--- src/rtl/pio_seq_pkg.sv ---
package pio_seq_pkg;
  typedef enum logic [1:0] {
    OP_NONE = 2'b00,
    OP_WR   = 2'b01,
    OP_RD   = 2'b10,
    OP_WRRD = 2'b11
  } op_e;

  typedef enum logic [1:0] {
    S_IDLE,
    S_CMD,
    S_WR,
    S_RD
  } st_e;

  localparam int unsigned RA_CTRL  = 0;
  localparam int unsigned RA_STAT  = 1;
  localparam int unsigned RA_BCNT  = 2;
  localparam int unsigned RA_TADDR = 3;
  localparam int unsigned RCNT_LSB = 16;
endpackage

--- src/rtl/pio_seq_regs.sv ---
module pio_seq_regs
  import pio_seq_pkg::*;
#(
  parameter int unsigned NWORDS = 16,
  parameter int unsigned DW     = 32,
  parameter int unsigned TAW    = 24,
  parameter int unsigned AW     = $clog2(NWORDS) + 1,
  parameter int unsigned CW     = $clog2(NWORDS * 4 + 1)
) (
  input  logic           clk_i,
  input  logic           rst_ni,
  input  logic           we_i,
  input  logic [AW-1:0]  addr_i,
  input  logic [DW-1:0]  wdata_i,
  output logic [DW-1:0]  rdata_o,
  input  logic           busy_i,
  input  logic           fin_i,
  input  logic           buf_we_i,
  input  logic [$clog2(NWORDS)-1:0] buf_idx_i,
  input  logic [DW-1:0]  buf_wdata_i,
  output logic [DW-1:0]  buf_rdata_o,
  output logic           start_o,
  output op_e            op_o,
  output logic [CW-1:0]  wcnt_o,
  output logic [CW-1:0]  rcnt_o,
  output logic [TAW-1:0] taddr_o,
  output logic           irq_en_o,
  output logic           done_o,
  output logic           err_o,
  output logic           irq_o
);
  localparam int unsigned IW   = $clog2(NWORDS);
  localparam int unsigned MAXB = NWORDS * 4;

  logic [DW-1:0]  data_q [NWORDS];
  op_e            op_q;
  logic           irq_en_q, done_q, err_q;
  logic [CW-1:0]  wcnt_q, rcnt_q;
  logic [TAW-1:0] taddr_q;

  logic is_data, a_ctrl, a_stat, a_bcnt, a_taddr;
  logic lock_hit, go_req, cnt_ok, upd;
  op_e  new_op;

  assign is_data = addr_i[AW-1];
  assign a_ctrl  = !is_data && (addr_i == AW'(RA_CTRL));
  assign a_stat  = !is_data && (addr_i == AW'(RA_STAT));
  assign a_bcnt  = !is_data && (addr_i == AW'(RA_BCNT));
  assign a_taddr = !is_data && (addr_i == AW'(RA_TADDR));

  assign lock_hit = we_i && (is_data || a_ctrl || a_bcnt || a_taddr);
  assign upd      = !busy_i;
  assign new_op   = op_e'(wdata_i[2:1]);
  assign go_req   = we_i && a_ctrl && wdata_i[0] && !busy_i;

  always_comb begin
    cnt_ok = (new_op != OP_NONE);
    if (new_op[0] && (wcnt_q > CW'(MAXB))) cnt_ok = 1'b0;
    if (new_op[1] && (rcnt_q > CW'(MAXB))) cnt_ok = 1'b0;
  end

  assign start_o = go_req && cnt_ok;

  always_ff @(posedge clk_i or negedge rst_ni) begin
    if (!rst_ni) begin
      op_q     <= OP_NONE;
      irq_en_q <= 1'b0;
      wcnt_q   <= '0;
      rcnt_q   <= '0;
      taddr_q  <= '0;
    end else if (we_i && upd) begin
      if (a_ctrl) begin
        op_q     <= new_op;
        irq_en_q <= wdata_i[3];
      end
      if (a_bcnt) begin
        wcnt_q <= wdata_i[CW-1:0];
        rcnt_q <= wdata_i[RCNT_LSB+CW-1:RCNT_LSB];
      end
      if (a_taddr) taddr_q <= wdata_i[TAW-1:0];
    end
  end

  always_ff @(posedge clk_i or negedge rst_ni) begin
    if (!rst_ni) begin
      for (int i = 0; i < NWORDS; i++) data_q[i] <= '0;
    end else if (buf_we_i) begin
      data_q[buf_idx_i] <= buf_wdata_i;
    end else if (we_i && upd && is_data) begin
      data_q[addr_i[IW-1:0]] <= wdata_i;
    end
  end

  // set wins over write-1-to-clear
  always_ff @(posedge clk_i or negedge rst_ni) begin
    if (!rst_ni) begin
      done_q <= 1'b0;
      err_q  <= 1'b0;
    end else begin
      if (fin_i)                            done_q <= 1'b1;
      else if (we_i && a_stat && wdata_i[0]) done_q <= 1'b0;
      if ((lock_hit && busy_i) || (go_req && !cnt_ok)) err_q <= 1'b1;
      else if (we_i && a_stat && wdata_i[1])          err_q <= 1'b0;
    end
  end

  always_comb begin
    rdata_o = '0;
    if (is_data) rdata_o = data_q[addr_i[IW-1:0]];
    else if (a_ctrl)  rdata_o = DW'({irq_en_q, op_q, busy_i});
    else if (a_stat)  rdata_o = DW'({busy_i, err_q, done_q});
    else if (a_bcnt) begin
      rdata_o[CW-1:0]                 = wcnt_q;
      rdata_o[RCNT_LSB+CW-1:RCNT_LSB] = rcnt_q;
    end else if (a_taddr) rdata_o = DW'(taddr_q);
  end

  assign buf_rdata_o = data_q[buf_idx_i];
  assign op_o        = op_q;
  assign wcnt_o      = wcnt_q;
  assign rcnt_o      = rcnt_q;
  assign taddr_o     = taddr_q;
  assign irq_en_o    = irq_en_q;
  assign done_o      = done_q;
  assign err_o       = err_q;
  assign irq_o       = done_q && irq_en_q;
endmodule

--- src/rtl/pio_seq_fsm.sv ---
module pio_seq_fsm
  import pio_seq_pkg::*;
#(
  parameter int unsigned NWORDS = 16,
  parameter int unsigned DW     = 32,
  parameter int unsigned CW     = $clog2(NWORDS * 4 + 1)
) (
  input  logic          clk_i,
  input  logic          rst_ni,
  input  logic          start_i,
  input  op_e           op_i,
  input  logic [CW-1:0] wcnt_i,
  input  logic [CW-1:0] rcnt_i,
  output logic          cmd_valid_o,
  input  logic          cmd_ready_i,
  output logic          wr_valid_o,
  input  logic          wr_ready_i,
  input  logic          rd_valid_i,
  output logic          rd_ready_o,
  input  logic [DW-1:0] rd_data_i,
  output logic          busy_o,
  output logic          fin_o,
  output logic [$clog2(NWORDS)-1:0] buf_idx_o,
  output logic          buf_we_o,
  output logic [DW-1:0] buf_wdata_o
);
  localparam int unsigned IW = $clog2(NWORDS);

  st_e           st_q, st_d;
  logic [CW-1:0] idx_q, idx_d;
  logic [CW-1:0] wwords, rwords;
  logic          has_wr, has_rd;

  assign wwords = CW'((({1'b0, wcnt_i}) + (CW + 1)'(3)) >> 2);
  assign rwords = CW'((({1'b0, rcnt_i}) + (CW + 1)'(3)) >> 2);
  assign has_wr = op_i[0] && (wwords != '0);
  assign has_rd = op_i[1] && (rwords != '0);

  always_comb begin
    st_d  = st_q;
    idx_d = idx_q;
    fin_o = 1'b0;
    unique case (st_q)
      S_IDLE: if (start_i) begin
        st_d  = S_CMD;
        idx_d = '0;
      end
      S_CMD: if (cmd_ready_i) begin
        if (has_wr)      st_d = S_WR;
        else if (has_rd) st_d = S_RD;
        else begin
          st_d  = S_IDLE;
          fin_o = 1'b1;
        end
      end
      S_WR: if (wr_ready_i) begin
        if (idx_q == wwords - 1'b1) begin
          idx_d = '0;
          if (has_rd) st_d = S_RD;
          else begin
            st_d  = S_IDLE;
            fin_o = 1'b1;
          end
        end else begin
          idx_d = idx_q + 1'b1;
        end
      end
      S_RD: if (rd_valid_i) begin
        if (idx_q == rwords - 1'b1) begin
          idx_d = '0;
          st_d  = S_IDLE;
          fin_o = 1'b1;
        end else begin
          idx_d = idx_q + 1'b1;
        end
      end
      default: st_d = S_IDLE;
    endcase
  end

  always_ff @(posedge clk_i or negedge rst_ni) begin
    if (!rst_ni) begin
      st_q  <= S_IDLE;
      idx_q <= '0;
    end else begin
      st_q  <= st_d;
      idx_q <= idx_d;
    end
  end

  assign busy_o      = (st_q != S_IDLE);
  assign cmd_valid_o = (st_q == S_CMD);
  assign wr_valid_o  = (st_q == S_WR);
  assign rd_ready_o  = (st_q == S_RD);
  assign buf_idx_o   = idx_q[IW-1:0];
  assign buf_we_o    = (st_q == S_RD) && rd_valid_i;
  assign buf_wdata_o = rd_data_i;
endmodule

--- src/rtl/pio_seq.sv ---
module pio_seq
  import pio_seq_pkg::*;
#(
  parameter int unsigned NWORDS = 16,
  parameter int unsigned DW     = 32,
  parameter int unsigned TAW    = 24,
  parameter int unsigned AW     = $clog2(NWORDS) + 1,
  parameter int unsigned CW     = $clog2(NWORDS * 4 + 1)
) (
  input  logic           clk_i,
  input  logic           rst_ni,
  input  logic           reg_we_i,
  input  logic [AW-1:0]  reg_addr_i,
  input  logic [DW-1:0]  reg_wdata_i,
  output logic [DW-1:0]  reg_rdata_o,
  output logic           irq_o,
  output logic           cmd_valid_o,
  input  logic           cmd_ready_i,
  output logic [1:0]     cmd_op_o,
  output logic [TAW-1:0] cmd_taddr_o,
  output logic [CW-1:0]  cmd_wcnt_o,
  output logic [CW-1:0]  cmd_rcnt_o,
  output logic           wr_valid_o,
  input  logic           wr_ready_i,
  output logic [DW-1:0]  wr_data_o,
  input  logic           rd_valid_i,
  output logic           rd_ready_o,
  input  logic [DW-1:0]  rd_data_i
);
  localparam int unsigned IW = $clog2(NWORDS);

  logic           start_w, busy_w, fin_w, done_w, err_w, irq_en_w;
  logic           buf_we_w;
  logic [IW-1:0]  buf_idx_w;
  logic [DW-1:0]  buf_wdata_w, buf_rdata_w;
  op_e            op_w;
  logic [CW-1:0]  wcnt_w, rcnt_w;
  logic [TAW-1:0] taddr_w;

  pio_seq_regs #(
    .NWORDS(NWORDS), .DW(DW), .TAW(TAW), .AW(AW), .CW(CW)
  ) u_regs (
    .clk_i       (clk_i),
    .rst_ni      (rst_ni),
    .we_i        (reg_we_i),
    .addr_i      (reg_addr_i),
    .wdata_i     (reg_wdata_i),
    .rdata_o     (reg_rdata_o),
    .busy_i      (busy_w),
    .fin_i       (fin_w),
    .buf_we_i    (buf_we_w),
    .buf_idx_i   (buf_idx_w),
    .buf_wdata_i (buf_wdata_w),
    .buf_rdata_o (buf_rdata_w),
    .start_o     (start_w),
    .op_o        (op_w),
    .wcnt_o      (wcnt_w),
    .rcnt_o      (rcnt_w),
    .taddr_o     (taddr_w),
    .irq_en_o    (irq_en_w),
    .done_o      (done_w),
    .err_o       (err_w),
    .irq_o       (irq_o)
  );

  pio_seq_fsm #(
    .NWORDS(NWORDS), .DW(DW), .CW(CW)
  ) u_fsm (
    .clk_i       (clk_i),
    .rst_ni      (rst_ni),
    .start_i     (start_w),
    .op_i        (op_w),
    .wcnt_i      (wcnt_w),
    .rcnt_i      (rcnt_w),
    .cmd_valid_o (cmd_valid_o),
    .cmd_ready_i (cmd_ready_i),
    .wr_valid_o  (wr_valid_o),
    .wr_ready_i  (wr_ready_i),
    .rd_valid_i  (rd_valid_i),
    .rd_ready_o  (rd_ready_o),
    .rd_data_i   (rd_data_i),
    .busy_o      (busy_w),
    .fin_o       (fin_w),
    .buf_idx_o   (buf_idx_w),
    .buf_we_o    (buf_we_w),
    .buf_wdata_o (buf_wdata_w)
  );

  assign cmd_op_o    = op_w;
  assign cmd_taddr_o = taddr_w;
  assign cmd_wcnt_o  = wcnt_w;
  assign cmd_rcnt_o  = rcnt_w;
  assign wr_data_o   = buf_rdata_w;
endmodule

--- config.mk ---
export PLATFORM = sky130hd
export DESIGN_NAME = pio_seq
export DESIGN_NICKNAME = d
export VERILOG_FILES = /design/src/rtl/pio_seq_pkg.sv /design/src/rtl/pio_seq_regs.sv /design/src/rtl/pio_seq_fsm.sv /design/src/rtl/pio_seq.sv
export SDC_FILE = /design/constraint.sdc
export NUM_CORES = 2
export LEC_CHECK = 0
export BUFFER_PORTS_ARGS = -buffer_cell sky130_fd_sc_hd__buf_2
export CORE_MARGIN = 1
export CORE_UTILIZATION = 32
export CTS_BUF_LIST = sky130_fd_sc_hd__clkbuf_16
export CTS_CLUSTER_SIZE = 30
export DETAILED_ROUTE_END_ITERATION = 7
export GPL_TIMING_DRIVEN = 0
export REMOVE_ABC_BUFFERS = 1
export SLEW_MARGIN = 20
export SYNTH_ARGS = -nofsm -noshare
export SYNTH_HDL_FRONTEND = slang
export SYNTH_HIERARCHICAL = 1
export SYNTH_SLANG_ARGS = --single-unit
--- constraint.sdc ---
create_clock -name clk_i -period 4.5 [get_ports clk_i]
set_input_delay 0 -clock clk_i [delete_from_list [all_inputs] [get_ports clk_i]]
set_output_delay 0 -clock clk_i [all_outputs]
set_load 0.1 [all_outputs]
==> reports/results.ini <==
[status]
status = finished, final reports clean

[grt]
grt_pass1_wl_mm = 201
track_usage = 0.247
grt.overflow.total = 0
grt_max_degree = 95
grt_antenna_before_repair = 6
grt_pass1_vias = 27800

[sta]
fmax_mhz = 249
rsz0062_at_grt = no
slew_viol_final = 0
hold_viol_final = 0
period_share = 0.891
worst_pin_slew_ns = 1.12
fin_setup_tns_ns = 0
slew-limit-headroom = 0.252
setup_viol = 0
skew_ns = 0.0248
fin_crit_ns = 4.01

[logic_synthesis]
yosysSeqAreaShare = 0.406
netlist_top_cells_area = dfrtp_1 (41%), mux4_2 (18%), mux2_2 (13%)
async_flop_share = 1.00
synth_flop_cell = dfrtp_1
netlist_area_mm2 = 0.0347
synth_edf_count = 0
netlist_instances = 2820
synth_cell_types = 66
yosysWarnings = 6
synth_top_area_share = 0.406
syn_area_per_cell_um2 = 12.3
synth_top_area_cell = dfrtp_1
synth_seq_cells = 564

[worst_setup_path]
worst-setup-path-type = flip-flop to flip-flop
slowest_stage = dfrtp_4
regToRegStartpoint = u_fsm/idx_q[0]$_DFFE_PN0P_
cp_cell_sequence = buf_12 > nor2b_1 > nand3_4 > o2bb2a_4 > buf_12 > mux2_1
worstPathArrival_ns = 4.51
crit_top_cell = buf_12
crit_required_ns = 5.01
startpoint = u_fsm/idx_q[0]$_DFFE_PN0P_
worstPathMaxFanout = 33
cpPeakStageDelay_ns = 0.80
cp-end-kind = flip-flop
start_kind = flip-flop

[clock_network]
clk_latency_ns = 0.63
cts_buffer_depth = 3
clk_pin_slew_ns = 0.06
cts_setup_buffers = 0
cts-htree-levels = 3
cts-root-buf = clkbuf_16
tritoncts = yes
clock_sinks = 564
cts_buffers = 68

[detailed_routing]
wl_mm = 139
drtIter0Drc = 3574
drt-pass1-iter-count = 5
post_drt_wl_per_cell_um = 32.6
drc = 0
antenna_left = 0
num_vias = 28100
vias_per_cell = 6.60

[floorplanning]
rows = 120
die_w_um = 331
die_h_um = 331
die-area_mm2 = 0.110
io_pins = 183
core_mm2 = 0.107
start_util = 0.324

[worst_hold_path]
hold_path.class = input pin to async pin

[finish]
syn2layout_area_growth_pct = 16.4
nFillCells = 10100
final_common_cell = dfrtp_1
design_area_mm2 = 0.0404
num-nets-final = 2886
mostFrequentLayoutCells = dfrtp_1 (560), o22ai_1 (490), mux2_2 (390), mux4_2 (271), buf_2 (178)
drive_gt1_frac = 0.380

[placement]
gp_congestion = 0.811
numPortBuffers = 182
placed_area_mm2 = 0.0380
dpl.hpwl_mm = 82.7

[power_and_ir_drop]
p_leak_nw = 17.5
power_per_cell_area_mw_per_mm2 = 449
ir_worst_vdd_mv = 0.372

[run]
maxCapViolCount = 0

## worst paths after layout
path,end,slack (ns),cells after the start
worst min-delay path,u_regs/done_o$_DFFE_PN0P_,0.008,3
worst max register to register,u_regs/data_q[76]$_DFFE_PN0P_,0.49,6
worst max-delay path,u_regs/data_q[76]$_DFFE_PN0P_,0.49,6
max in group asynchronous,u_regs/data_q[380]$_DFFE_PN0P_,3.22,5
min in group clk_i,u_fsm/idx_q[6]$_DFFE_PN0P_,0.11,6
worst min register to register,u_regs/data_q[483]$_DFFE_PN0P_,0.51,2
## Yosys cell counts (3+ instances only)
master    count
dfrtp_1     564
o22ai_1     490
mux2_2      390
mux4_2      271
clkbuf_1    218
nand2_1     160
mux2_1      142
buf_2        97
mux2i_1      63
buf_4        39
a22oi_1      36
nand3_1      32
o22a_1       32
o21ai_0      24
nor2_1       22
o21ai_1      21
a21oi_1      18
nand2b_1     16
nor2b_1      16
a32oi_1      12
o211ai_1     12
xor2_1       12
xnor2_1      11
buf_1        10
nor3_1       10
nand4_1       7
o21a_1        7
a31oi_1       6
buf_6         6
inv_1         6
o311ai_0      6
and3_1        5
a21o_1        4
a22o_1        4
and2_1        3
ha_1          3
nor3b_1       3
o211a_1       3
o21bai_1      3
o32a_1        3
or3_1         3
## state kept, by name, indices dropped and copies added (netlist names)
| register | cells |
|---|---|
| u_regs/data_q | 512 |
| u_regs/taddr_o | 24 |
| u_fsm/idx_q | 7 |
| u_regs/rcnt_o | 7 |
| u_regs/wcnt_o | 7 |
| u_fsm/st_q | 2 |
| u_regs/op_o | 2 |
| u_regs/done_o | 1 |
| u_regs/err_o | 1 |
| u_regs/irq_en_o | 1 |
## metal layers
metal / global-route usage / routed length (um) / vias up
met1: 0.337 / 55700 / 14600
met5: 0.00782 / 157 / -
met2: 0.365 / 60400 / 1959
met4: 0.0897 / 5520 / 8
met3: 0.0792 / 17000 / 404
li1: - / - / 11100
## report_power, final
group          internal [mW]  switching, mW  total, mW
Sequential              5.44          0.537       5.97
Clock                   3.11           2.35       5.47
Combinational           2.06           4.64       6.70
## worst max-delay path, delay by kind of cell, from the launching register on
family | cells | cell delay, ns
buffers and inverters | 2 | 0.55
AO/OA/AOI/OAI | 1 | 0.60
flip-flops | 1 | 0.80
AND/OR/NAND/NOR | 2 | 1.55
multiplexers | 1 | 0.33
## what timing repair did
item                                   4_1_cts  5_1_grt
endpoints found under the hold margin      227        0
gates resized for setup                      0        0
hold buffers                                31        0
## metrics by stage
stage                     utilization  worst slack [ns]  power [mW]  cells  hold slack (ns)
after floorplan                     -             -4.42        10.1   2450           -0.296
after global placement          0.333            -11.04        11.5   4035            0.251
after detailed placement        0.354             0.574        12.6   4110         0.000777
after CTS                       0.377             0.549        18.1   4257           0.0184
after global routing            0.377             0.425        18.7   4258           0.0333
final                           0.377             0.492        18.1   4259          0.00822
## kinds of logic after synthesis
logic type	Yosys count	synth area share
compound gates	696	0.132
buf+inv	377	0.0497
flops	564	0.406
simple gates	290	0.0387
mux	866	0.366
xor+xnor	24	0.00627
fa+ha+maj	3	0.00108
## layout make-up
cell class              instances  area (um^2)  share of cell area
clock inverters                46          379             0.00938
well taps                    1403         1760              0.0434
flip-flops and latches        564        14100               0.349
diodes                          2         5.00            0.000124
multi-input cells            1879        19400               0.480
inverters                       7         31.3            0.000774
clock buffers                  70         1750              0.0433
repair buffers                288         2960              0.0733
Power figures use the tool's default switching activity.
